$ cat config.mk
export PLATFORM = sky130hd
export DESIGN_NAME = bus_arb_node
export DESIGN_NICKNAME = d
export VERILOG_FILES = /design/src/rtl/arb_pkg.sv /design/src/rtl/arb_pick.sv /design/src/rtl/arb_history.sv /design/src/rtl/arb_fsm.sv /design/src/rtl/bus_arb_node.sv
export SDC_FILE = /design/constraint.sdc
export NUM_CORES = 1
export LEC_CHECK = 0
export BUFFER_PORTS_ARGS = -buffer_cell sky130_fd_sc_hd__buf_2
export CORE_MARGIN = 4
export CORE_UTILIZATION = 25
export DETAILED_ROUTE_END_ITERATION = 16
export PLACE_DENSITY = 0.43
export SETUP_SLACK_MARGIN = 0.1
export SYNTH_ARGS = -nofsm -noshare
export SYNTH_HDL_FRONTEND = slang
export SYNTH_SLANG_ARGS = --single-unit
$ cat constraint.sdc
create_clock -name clk_i -period 3 [get_ports clk_i]
set_input_delay 0.3 -clock clk_i [delete_from_list [all_inputs] [get_ports clk_i]]
set_output_delay 0.3 -clock clk_i [all_outputs]
set_load 0.005 [all_outputs]
$ cat src/rtl/arb_pkg.sv
package arb_pkg;

  typedef enum logic [2:0] {
    ST_IDLE    = 3'd0,
    ST_REQ     = 3'd1,
    ST_MST     = 3'd2,
    ST_BK_REQ  = 3'd3,
    ST_BK_IDLE = 3'd4
  } node_st_e;

endpackage

$ cat src/rtl/arb_pick.sv
module arb_pick #(
  parameter int N = 4
) (
  input  logic [N-1:0] valid_i,
  output logic [N-1:0] win_oh_o
);

  // highest index wins
  for (genvar k = 0; k < N; k++) begin : g_pick
    if (k == N-1) begin : g_top
      assign win_oh_o[k] = valid_i[k];
    end else begin : g_low
      assign win_oh_o[k] = valid_i[k] & ~(|valid_i[N-1:k+1]);
    end
  end

endmodule

$ cat src/rtl/arb_history.sv
module arb_history #(
  parameter int N = 4
) (
  input  logic         clk_i,
  input  logic         rst_ni,
  input  logic [N-1:0] win_oh_i,
  output logic [N-1:0] cur_mst_o,
  output logic [N-1:0] excl_o
);

  logic [N-1:0] cur_q, prev_q;

  always_ff @(posedge clk_i or negedge rst_ni) begin
    if (!rst_ni) begin
      cur_q  <= '0;
      prev_q <= '0;
    end else begin
      cur_q  <= win_oh_i;
      prev_q <= cur_q;
    end
  end

  assign cur_mst_o = cur_q;
  // current master and the node in backoff do not compete
  assign excl_o    = cur_q | prev_q;

endmodule

$ cat src/rtl/arb_fsm.sv
module arb_fsm
  import arb_pkg::*;
(
  input  logic clk_i,
  input  logic rst_ni,
  input  logic xfer_req_i,
  input  logic win_self_i,
  output logic bus_req_o,
  output logic master_o
);

  node_st_e st_q, st_d;

  always_comb begin
    st_d = st_q;
    unique case (st_q)
      ST_IDLE:    if (xfer_req_i) st_d = ST_REQ;
      ST_REQ:     if (win_self_i) st_d = ST_MST;
      ST_MST:     st_d = xfer_req_i ? ST_BK_REQ : ST_BK_IDLE;
      ST_BK_REQ:  st_d = ST_REQ;
      ST_BK_IDLE: st_d = xfer_req_i ? ST_REQ : ST_IDLE;
      default:    st_d = ST_IDLE;
    endcase
  end

  always_ff @(posedge clk_i or negedge rst_ni) begin
    if (!rst_ni) st_q <= ST_IDLE;
    else         st_q <= st_d;
  end

  assign bus_req_o = (st_q == ST_REQ) || (st_q == ST_BK_REQ);
  assign master_o  = (st_q == ST_MST);

endmodule

$ cat src/rtl/bus_arb_node.sv
module bus_arb_node #(
  parameter int N_DEV = 4,
  parameter int LVL   = 1
) (
  input  logic             clk_i,
  input  logic             rst_ni,
  input  logic             xfer_req_i,
  input  logic [N_DEV-1:0] bus_req_i,
  output logic             bus_req_o,
  output logic             master_o
);

  localparam int IDX = LVL - 1;

  logic [N_DEV-1:0] excl, valid, win_oh, cur_mst;
  logic             win_self;

  arb_history #(.N(N_DEV)) i_hist (
    .clk_i     (clk_i),
    .rst_ni    (rst_ni),
    .win_oh_i  (win_oh),
    .cur_mst_o (cur_mst),
    .excl_o    (excl)
  );

  assign valid = bus_req_i & ~excl;

  arb_pick #(.N(N_DEV)) i_pick (
    .valid_i  (valid),
    .win_oh_o (win_oh)
  );

  assign win_self = win_oh[IDX];

  arb_fsm i_fsm (
    .clk_i      (clk_i),
    .rst_ni     (rst_ni),
    .xfer_req_i (xfer_req_i),
    .win_self_i (win_self),
    .bus_req_o  (bus_req_o),
    .master_o   (master_o)
  );

endmodule

After elaboration in Yosys (flattened, before gate mapping)
Index checks and enable logic that the tools add are counted.
{"block": "word_totals", "regBits": 11, "out_inout_bits": 2, "elab_cells": 28}
{"block": "op_classes", "n_eq_ne": 6, "n_mux": 5, "bitwise": 9, "reduce_logical": 5}
{"op": "3-bit case mux with 5 select lines", "n": 1}
{"op": "3-bit 2-to-1 mux", "n": 3}
{"op": "3-bit by 2-bit == test with 1-bit output (second input constant)", "n": 2}
{"op": "4-bit bitwise AND", "n": 1}
{"op": "4-bit NOT", "n": 1}
{"op": "4-bit bitwise OR", "n": 1}
{"op": "1-bit bitwise AND", "n": 3}
{"op": "3-bit by 1-bit == test with 1-bit output (second input constant)", "n": 1}
{"op": "3-bit == test (second input constant)", "n": 1}
{"op": "3-bit zero test", "n": 1}
{"op": "1-bit NOT", "n": 3}
{"op": "3-bit OR reduction", "n": 1}
{"op": "2-bit by 1-bit inequality test with 1-bit output (second input constant)", "n": 1}
{"op": "2-bit inequality test (second input constant)", "n": 1}
{"op": "2-bit AND reduction", "n": 1}
{"op": "2-bit OR reduction", "n": 1}
{"op": "1-bit logical OR", "n": 1}
{"op": "1-bit 2-to-1 mux", "n": 1}

Depth between registers and ports, before layout
Gate-level depths: netlist (run 1).
{"block": "logic_depth", "ltp_word": 8, "mapped_depth": 3, "mapped_depth_nobuf": 3}

Cells and area by module
A second synthesis (run 1) with hierarchy kept.
{"block": "hier_totals", "cells_unflattened": 33, "area_unflattened_um2": 459.2}
{"mod": "arb_history", "instances": 1, "cells_each": 12, "area_per_inst_um2": 225.2, "seq_area_each_um2": 200.2}
{"mod": "arb_fsm", "instances": 1, "cells_each": 13, "area_per_inst_um2": 142.6, "seq_area_each_um2": 75.1}
{"mod": "bus_arb_node", "instances": 1, "cells_each": 4, "area_per_inst_um2": 55.1, "seq_area_each_um2": 0.0}
{"mod": "arb_pick", "instances": 1, "cells_each": 4, "area_per_inst_um2": 36.3, "seq_area_each_um2": 0.0}

Worst setup path before layout (run 1)
OpenSTA, ideal clock, no wires.
{"block": "synth_timing", "path_kind": "register to register", "startpoint": "reg i_hist.prev_q[2]", "endpoint": "reg i_fsm.st_q[1]", "arrival_ns": 1.030, "t_required_ns": 2.879, "setup_slack_ns": 1.848, "path_stages_with_launch": 4, "path_cell_list": "dfrtp_1 > or3b_1 > and4b_1 > o2bb2ai_1"}
{"block": "synth_via", "elab_chain_cells": 8}
{"item": "from (decl)", "line_no": "arb_history.sv:11", "source": "logic [N-1:0] cur_q, prev_q;"}
{"item": "from (signal assigned)", "line_no": "arb_history.sv:19", "source": "prev_q <= cur_q;"}
{"item": "4-bit bitwise OR", "line_no": "arb_history.sv:25", "source": "assign excl_o = cur_q | prev_q;"}
{"item": "4-bit NOT", "line_no": "bus_arb_node.sv:26", "source": "assign valid = bus_req_i & ~excl;"}
{"item": "4-bit bitwise AND", "line_no": "bus_arb_node.sv:26"}
{"item": "3-bit OR reduction", "line_no": "arb_pick.sv:13", "source": "assign win_oh_o[k] = valid_i[k] & ~(|valid_i[N-1:k+1]);"}
{"item": "1-bit NOT", "line_no": "arb_pick.sv:13"}
{"item": "1-bit bitwise AND", "line_no": "arb_pick.sv:13"}
{"item": "named net i_fsm.win_self_i", "line_no": "arb_fsm.sv:7", "source": "input logic win_self_i,"}
{"item": "2-bit by 1-bit inequality test with 1-bit output (no source line)"}
{"item": "2-bit AND reduction (no source line)"}
{"item": "to (signal assigned)", "line_no": "arb_fsm.sv:28", "source": "else st_q <= st_d;"}
{"item": "to (decl)", "line_no": "arb_fsm.sv:12", "source": "node_st_e st_q, st_d;"}
The timed path passes the listed nets, and every way through them passes these cells.
A chain may end at the register's enable or synchronous reset.

Final worst setup path (run 1)
{"block": "layout_timing", "startpoint": "reg i_fsm.st_q[0]", "endpoint": "out master_o"}
{"block": "layout_via", "elab_chain_cells": 1}
{"item": "3-bit by 2-bit == test with 1-bit output", "line_no": "arb_fsm.sv:32", "source": "assign master_o = (st_q == ST_MST);"}
{"item": "to (decl)", "line_no": "bus_arb_node.sv:10", "source": "output logic master_o"}
Every way passes these cells.

==> results of run 1 <==
[stage by stage]
step           instance area (sq um)  std cells  power (W)  hold WS, ns  setup WS (ns)
6_report                         495         58   0.000317        0.215           1.61
5_1_grt                          495         58   0.000339        0.203           1.55
4_1_cts                          495         58   0.000323        0.203           1.60
3_5_place_dp                     458         53   0.000219        0.181           1.75
3_3_place_gp                     458         53   0.000216        0.173           1.79
2_1_floorplan                    398         29   0.000201      0.00441           1.85
[power by group through the flow]
stage	Clock, W	Sequential, W	Combinational [W]
6_report	0.000100	0.000178	0.0000390
3_5_place_dp	0	0.000181	0.0000387
2_1_floorplan	0	0.000177	0.0000240
4_1_cts	0.000105	0.000178	0.0000400
3_3_place_gp	0	0.000179	0.0000368
5_1_grt	0.000114	0.000180	0.0000448
[worst paths after layout]
check | startpoint | endpoint | slack [ns] | cells after the start
max reg2reg | i_hist.cur_mst_o[2] | i_fsm.st_q[0] | 1.73 | 3
min in group asynchronous | rst_ni | i_hist.cur_mst_o[0] | 0.43 | 2
max | i_fsm.st_q[0] | master_o | 1.61 | 3
min | xfer_req_i | i_fsm.st_q[2] | 0.21 | 2
min reg2reg | i_hist.cur_mst_o[0] | i_hist.prev_q[0] | 0.39 | 0
max in group asynchronous | rst_ni | i_fsm.st_q[0] | 2.37 | 2
[synth_stat cells]
cell type	count
a31oi_1	1
and4b_1	1
dfrtp_1	11
inv_1	1
nand2b_1	2
nor2_1	2
nor2b_1	1
nor3_1	1
nor3b_1	3
nor3b_2	1
o21ai_0	2
o2bb2ai_1	1
or3b_1	2
[cell families after synthesis]
family                 Yosys count  share of synthesized area [%]
DFF                             11                           69.2
buffers and inverters            1                          0.942
AOI/OAI and AO/OA                4                           6.29
and+or+nand+nor                 13                           23.6
[flip-flops by register name, indices dropped and copies added (netlist names)]
name	cells
i_fsm.st_q	3
i_hist.cur_mst_o	4
i_hist.prev_q	4
[metal layers]
metal / track usage, % / vias to the layer above / wire length, um
met3: 4.14 / 0 / 59
met4: 8.06 / 0 / 0
met1: 11.1 / 117 / 325
li1: - / 127 / -
met5: 0 / - / 0
met2: 9.50 / 10 / 337
[layout make-up]
type	instances	area, sq um
fillers	161	1010
flip-flops and latches	11	275
multi-input cells	17	119
repair buffers	9	50.0
clock buffers	3	22.5
well taps	16	20.0
clock inverters	1	5.00
inverters	1	3.75
[timing repair]
action                    CTS  global route
gates resized for setup     0             0
hold buffers                1             0
hold endpoints to repair   11             0
[worst max-delay path, delay by kind of cell, from the launching register on]
| kind | cells | cell delay (ns) |
|---|---|---|
| buffers and inverters | 1 | 0.12 |
| and+or+nand+nor | 2 | 0.29 |
| DFF | 1 | 0.42 |
==> impl_metrics.yaml, run 1 <==
synth:
  synth_area_leader_cell: "dfrtp_1"
  synth_top_area_share_pct: 69.2
  synth_area_leaders: "dfrtp_1 (69%), nor3b_1 (5.7%), or3b_1 (4.4%)"
  synth_warnings: 0
  synth.yosys.seq_area_share_pct: 69.2
  syn-cell-area_sq_um: 398
  avgSynthCellArea_sq_um: 13.7
  synthCells: 29
  yosysUniqueCellTypes: 13
  synth-seq-cells: 11
  syn-num-nets: 36
power:
  peakVddDrop_mv: 0.190
  pwr-share-comb_pct: 12.3
  clockPowerShare_pct: 31.6
  leakagePower_nw: 0.240
  switching_share_pct: 25.2
  power_density_nw_per_um2: 639
  power.switching_w: 0.0000798
  internal-power_w: 0.000237
  pwr-share-seq_pct: 56.1
final_layout:
  final_cell_mix: "dfrtp_1 (11), buf_2 (8), nor3b_1 (3), clkbuf_4 (3)"
  antenna_cells: 0
  fin_nets: 50
  fin_util_pct: 32.9
  drive_gt1_share_pct: 31.0
  area_growth_pct: 24.5
  final_common_cell: "dfrtp_1"
clock_network:
  numClockSinks: 11
  cts_made_buffers: 3
  cts_tree: "yes"
  cts_setup_buffers: 0
  ctsLongestPathBuffers: 2
  clk_latency_ns: 0.27
  h-tree-depth: 1
  clkTransAtPathRegs_ns: 0.07
  root_buffer: "clkbuf_4"
route:
  vias: 254
  drtPass1Iterations: 4
  wl_um: 723
  ant_nets: 0
  route.detailed.drc: 0
  viasPerCell: 4.38
  drt_iter0_drc: 3
  routedWlPerCell_um: 12.5
global_routing:
  antenna_found_initial: 0
  grt.overflow.total: 0
  grt_max_degree: 12
  grt_util_all_layers_pct: 8.44
  grt_first_pass_wirelength_um: 1210
  first_global_vias: 270
worst_setup_path:
  crit_slowest_cell: "dfrtp_1"
  crit_type: "flop to output pin"
  max_stage_delay_ns: 0.42
  worstPathArrival_ns: 1.09
  end_kind: "output pin"
  crit_fanout: 6
  start_kind: "flop"
  path_cells: "nand2b_1, nor2_1, buf_2"
  required_ns: 2.70
run_status:
  status: "finished clean"
timing:
  fin_setup_tns_ns: 0
  worst_pin_slew_ns: 0.260
  hold_viol: 0
  setup_viol: 0
  rsz0062_at_grt: "no"
  clock_skew_ns: 0.00269
  period_share_pct: 46.4
  fmax_mhz: 719
  post-route-min-period_ns: 1.39
  finalMaxSlewViolations: 0
  max_slew_margin_pct: 82.6
floorplan:
  num_rows: 14
  die_area_sq_um: 2290
  die_x_um: 47.9
  coreArea_sq_um: 1510
  pin_count: 9
  start_util_pct: 26.4
  die_h_um: 47.9
flow_run:
  max-cap-violations: 0
placement:
  port_buffers: 8
  gp_congestion: 0.704
min_path:
  min_path_type: "input pin to flop"
Note: power is estimated with default switching activity, not from simulation.
==> run 2: changes to the inputs <==
--- a/config.mk
+++ b/config.mk
@@ -9,7 +9,7 @@
 export CORE_MARGIN = 4
 export CORE_UTILIZATION = 25
 export DETAILED_ROUTE_END_ITERATION = 16
-export PLACE_DENSITY = 0.43
+export PLACE_DENSITY = 0.45
 export SETUP_SLACK_MARGIN = 0.1
 export SYNTH_ARGS = -nofsm -noshare
 export SYNTH_HDL_FRONTEND = slang
==> constraint.sdc (replaced) <==
create_clock -name clk_i -period 1.1 [get_ports clk_i]
set_input_delay 0.11 -clock clk_i [delete_from_list [all_inputs] [get_ports clk_i]]
set_output_delay 0.11 -clock clk_i [all_outputs]
set_load 0.005 [all_outputs]
==> impl_metrics.yaml, run 2 (same netlist as run 1, synthesis figures left out) <==
global_routing:
  grt_util_all_layers_pct: 8.82
  first_global_vias: 305
  grt_max_degree: 12
  antenna_found_initial: 0
  grt.overflow.total: 0
  grt_first_pass_wirelength_um: 1340
clock_network:
  cts_made_buffers: 3
  cts_tree: "yes"
  ctsLongestPathBuffers: 2
  numClockSinks: 11
  h-tree-depth: 1
  root_buffer: "clkbuf_4"
  clkTransAtPathRegs_ns: 0.07
  clk_latency_ns: 0.27
route:
  routedWlPerCell_um: 11.6
  vias: 294
  viasPerCell: 4.45
  ant_nets: 0
  drt_iter0_drc: 0
  wl_um: 765
  drtPass1Iterations: 1
  route.detailed.drc: 0
power:
  power_density_nw_per_um2: 1640
  leakagePower_nw: 0.288
  peakVddDrop_mv: 0.693
worst_setup_path:
  worstRegToRegCells: 4
  path_cells: "or3b_4, buf_4, buf_6, nor3b_1"
  critPathBufInv: 2
  start_kind: "flop"
  crit_type: "flop to flop"
  max_stage_delay_ns: 0.39
  worstPathArrival_ns: 1.39
  cp.depth: 4
  path_delay_family: "simple AND/OR/NAND/NOR gates"
  crit_slowest_cell: "or3b_4"
  required_ns: 1.27
  end_kind: "flop"
  crit_fanout: 2
final_layout:
  fin_nets: 58
  area_growth_pct: 44.3
  antenna_cells: 0
  drive_gt1_share_pct: 50.0
  final_common_cell: "dfrtp_1"
  final_cell_mix: "dfrtp_1 (11), buf_2 (8), buf_4 (7)"
timing:
  finalMaxSlewViolations: 0
  rsz0062_at_grt: "yes"
  max_slew_margin_pct: 84.2
  period_share_pct: 111
  whs_ns: 0.0313
  clock_skew_ns: 0.00827
  setup_viol: 5
  fmax_mhz: 816
  worst_pin_slew_ns: 0.237
  setup_ws_ns: -0.125
  hold_viol: 0
  post-route-min-period_ns: 1.23
  fin_setup_tns_ns: -0.396
floorplan:
  pin_count: 9
  die_area_sq_um: 2290
  coreArea_sq_um: 1510
  num_rows: 14
  die_x_um: 47.9
  start_util_pct: 26.4
  die_h_um: 47.9
run_status:
  status: "finished, violations left"
  violations: "setup timing"
placement:
  gp_congestion: 0.736
  port_buffers: 8
  dpl.hpwl_um: 524
flow_run:
  max-cap-violations: 0
min_path:
  min_path_type: "input pin to flop"
  min_delay_path_depth: 2
## run 2: cell types whose count changed in the layout (fill, tap and decap cells not counted), sizes merged
cell	previous run	this run
buf	8	16
## run 2: report_power, final
| group | internal (W) | switching, W | total (W) |
|---|---|---|---|
| Sequential | 0.000453 | 0.0000313 | 0.000484 |
| Clock | 0.000135 | 0.000135 | 0.000270 |
| Combinational | 0.000125 | 0.0000651 | 0.000190 |
| Total | 0.000712 | 0.000232 | 0.000944 |
## run 2: worst paths after layout
check / startpoint / endpoint / slack [ns]
setup / recovery: i_hist.prev_q[2] / i_hist.cur_mst_o[1] / -0.13
min in group asynchronous: rst_ni / i_hist.prev_q[0] / 0.23
hold reg to reg: i_hist.cur_mst_o[0] / i_hist.prev_q[0] / 0.38
setup reg to reg: i_hist.prev_q[2] / i_hist.cur_mst_o[1] / -0.13
hold / removal: xfer_req_i / i_fsm.st_q[2] / 0.03
max in group asynchronous: rst_ni / i_fsm.st_q[2] / 0.67
## run 2: timing repair
action | 4_1_cts | 5_1_grt
endpoints found under the setup margin | 7 | 7
pin swaps | 2 | 0
resized for setup | 1 | 4
buffers inserted | 2 | 4
hold buffers | 1 | 0
endpoints found under the hold margin | 11 | 0
## run 2: stage by stage
step / instances / area [sq um] / worst slack, ns / power [W] / utilization [%]
after floorplan: 29 / 398 / -0.0519 / 0.000548 / -
after global placement: 55 / 473 / -0.0887 / 0.000604 / 31.4
after detailed placement: 55 / 473 / -0.141 / 0.000609 / 31.4
after CTS: 62 / 528 / -0.128 / 0.000914 / 35.0
after global routing: 66 / 574 / -0.197 / 0.00101 / 38.1
final: 66 / 574 / -0.125 / 0.000944 / 38.1
## run 2: layout make-up
cell class | instances | area (sq um)
Clock buffer | 3 | 22.5
Clock inverter | 1 | 5.00
Fill cell | 159 | 932
Inverter | 1 | 3.75
Multi-Input combinational cell | 17 | 134
Sequential cell | 11 | 275
Tap cell | 16 | 20.0
Timing Repair Buffer | 17 | 114
## run 2: worst reg2reg max path, cell delays in order (launching register included)
cell     delay [ns]
dfrtp_1        0.37
or3b_4         0.39
buf_4          0.14
buf_6          0.10
nor3b_1        0.12
## run 2: per-layer routing
layer	GRT usage [%]	vias to the layer above	routed length (um)
li1	-	147	-
met1	10.2	135	325
met2	12.1	8	358
met3	5.26	4	53
met4	5.91	0	27
met5	0	-	0
==> run 3: changes to the inputs <==
--- a/config.mk
+++ b/config.mk
@@ -6,11 +6,11 @@
 export NUM_CORES = 1
 export LEC_CHECK = 0
 export BUFFER_PORTS_ARGS = -buffer_cell sky130_fd_sc_hd__buf_2
-export CORE_MARGIN = 4
 export CORE_UTILIZATION = 25
 export DETAILED_ROUTE_END_ITERATION = 16
 export PLACE_DENSITY = 0.45
 export SETUP_SLACK_MARGIN = 0.1
+export SKIP_LAST_GASP = 1
 export SYNTH_ARGS = -nofsm -noshare
 export SYNTH_HDL_FRONTEND = slang
 export SYNTH_SLANG_ARGS = --single-unit
==> impl_metrics.yaml, run 3 (same netlist as run 1, synthesis figures left out) <==
global_routing:
  grt.overflow.total: 0
  grt_first_pass_wirelength_um: 1450
  grt_util_all_layers_pct: 11.5
  first_global_vias: 337
  grt_max_degree: 12
  antenna_found_initial: 0
power:
  internal-power_w: 0.000736
  pwr-share-seq_pct: 50.2
  power_density_nw_per_um2: 1590
  peakVddDrop_mv: 0.704
  pwr-share-comb_pct: 22.5
  clockPowerShare_pct: 27.3
  power.switching_w: 0.000236
  switching_share_pct: 24.3
  leakagePower_nw: 0.304
placement:
  placed_cell_area_sq_um: 473
  post-place-cells: 55
  port_buffers: 8
  gp_congestion: 0.643
  dpl.hpwl_um: 481
  dp_worst_setup_slack_ns: -0.119
floorplan:
  num_rows: 14
  die_h_um: 41.9
  start_util_pct: 26.7
  die_area_sq_um: 1760
  pin_count: 9
  die_x_um: 41.9
  coreArea_sq_um: 1490
worst_setup_path:
  crit_type: "flop to flop"
  required_ns: 1.25
  crit_fanout: 3
  worstPathArrival_ns: 1.39
  start_kind: "flop"
  end_kind: "flop"
run_status:
  violations: "setup timing"
  status: "finished, violations left"
route:
  vias: 315
  viasPerCell: 4.57
  ant_nets: 0
  wl_um: 809
  route.detailed.drc: 0
  drtPass1Iterations: 2
  routedWlPerCell_um: 11.7
  drt_iter0_drc: 4
clock_network:
  h-tree-depth: 1
  cts_made_buffers: 3
  clk_latency_ns: 0.26
  clkTransAtPathRegs_ns: 0.07
  numClockSinks: 11
  cts_tree: "yes"
  root_buffer: "clkbuf_4"
  ctsLongestPathBuffers: 2
timing:
  period_share_pct: 112
  hold_viol: 0
  finalMaxSlewViolations: 0
  clock_skew_ns: 0.00407
  whs_ns: 0.0433
  worst_pin_slew_ns: 0.292
  setup_ws_ns: -0.135
  setup_viol: 5
  max_slew_margin_pct: 80.5
  fmax_mhz: 810
  post-route-min-period_ns: 1.23
  rsz0062_at_grt: "yes"
  fin_setup_tns_ns: -0.359
final_layout:
  final_common_cell: "dfrtp_1"
  drive_gt1_share_pct: 52.8
  antenna_cells: 0
  fin_nets: 61
  stdcell_count: 69
  fin_area_sq_um: 612
  final_cell_mix: "dfrtp_1 (11), buf_4 (10), buf_2 (8)"
  area_growth_pct: 53.8
min_path:
  min_path_type: "input pin to flop"
flow_run:
  max-cap-violations: 0
## run 3: layer usage
metal / track usage (%) / vias to the layer above / wire length [um] / share of wire, %
met3: 3.48 / 4 / 29 / 3.6
li1: - / 149 / - / -
met5: 0 / - / 0 / 0
met1: 12.2 / 155 / 342 / 42
met2: 17.8 / 7 / 409 / 51
met4: 11.0 / 0 / 27 / 3.3
## run 3: final timing paths
path                                           from  slack [ns]               end  depth (start not counted)
worst max-delay path            i_hist.cur_mst_o[2]       -0.13     i_fsm.st_q[1]                          3
worst min-delay path                     xfer_req_i        0.04     i_fsm.st_q[2]                          2
worst max register to register  i_hist.cur_mst_o[2]       -0.13     i_fsm.st_q[1]                          3
worst min register to register  i_hist.cur_mst_o[1]        0.38  i_hist.prev_q[1]                          0
max in group asynchronous                    rst_ni        0.67     i_fsm.st_q[2]                          2
min in group asynchronous                    rst_ni        0.23  i_hist.prev_q[0]                          2
## run 3: metrics by stage
| step | utilization, % | total power, W |
|---|---|---|
| after floorplan | - | 0.000548 |
| after CTS | 38.6 | 0.000947 |
| after global placement | 31.8 | 0.000606 |
| after global routing | 41.1 | 0.00103 |
| after detailed placement | 31.8 | 0.000608 |
| final | 41.1 | 0.000972 |
## run 3: cell type report
type / count / area (sq um)
Multi-Input combinational cell: 17 / 150
Sequential cell: 11 / 275
Tap cell: 16 / 20.0
Timing Repair Buffer: 20 / 136
Fill cell: 141 / 877
Inverter: 1 / 3.75
Clock buffer: 4 / 26.3
## run 3: power groups by stage
stage | sequential [W] | clock [W] | combinational [W]
after global routing | 0.000494 | 0.000302 | 0.000238
final | 0.000488 | 0.000266 | 0.000219
after global placement | 0.000490 | 0 | 0.000116
after floorplan | 0.000483 | 0 | 0.0000654
after CTS | 0.000482 | 0.000276 | 0.000189
after detailed placement | 0.000491 | 0 | 0.000117
## run 3: critical path, stage by stage, from the launching register on
cell	delay, ns
dfrtp_1	0.39
or3b_4	0.40
and4b_1	0.21
o2bb2ai_1	0.12
## run 3: what timing repair did
item | in CTS | in global routing
buffers inserted | 7 | 2
hold endpoints to repair | 11 | 0
setup endpoints to repair | 7 | 7
hold buffers | 1 | 0
resized for setup | 2 | 6
cloned | 0 | 0
pin swaps | 1 | 3
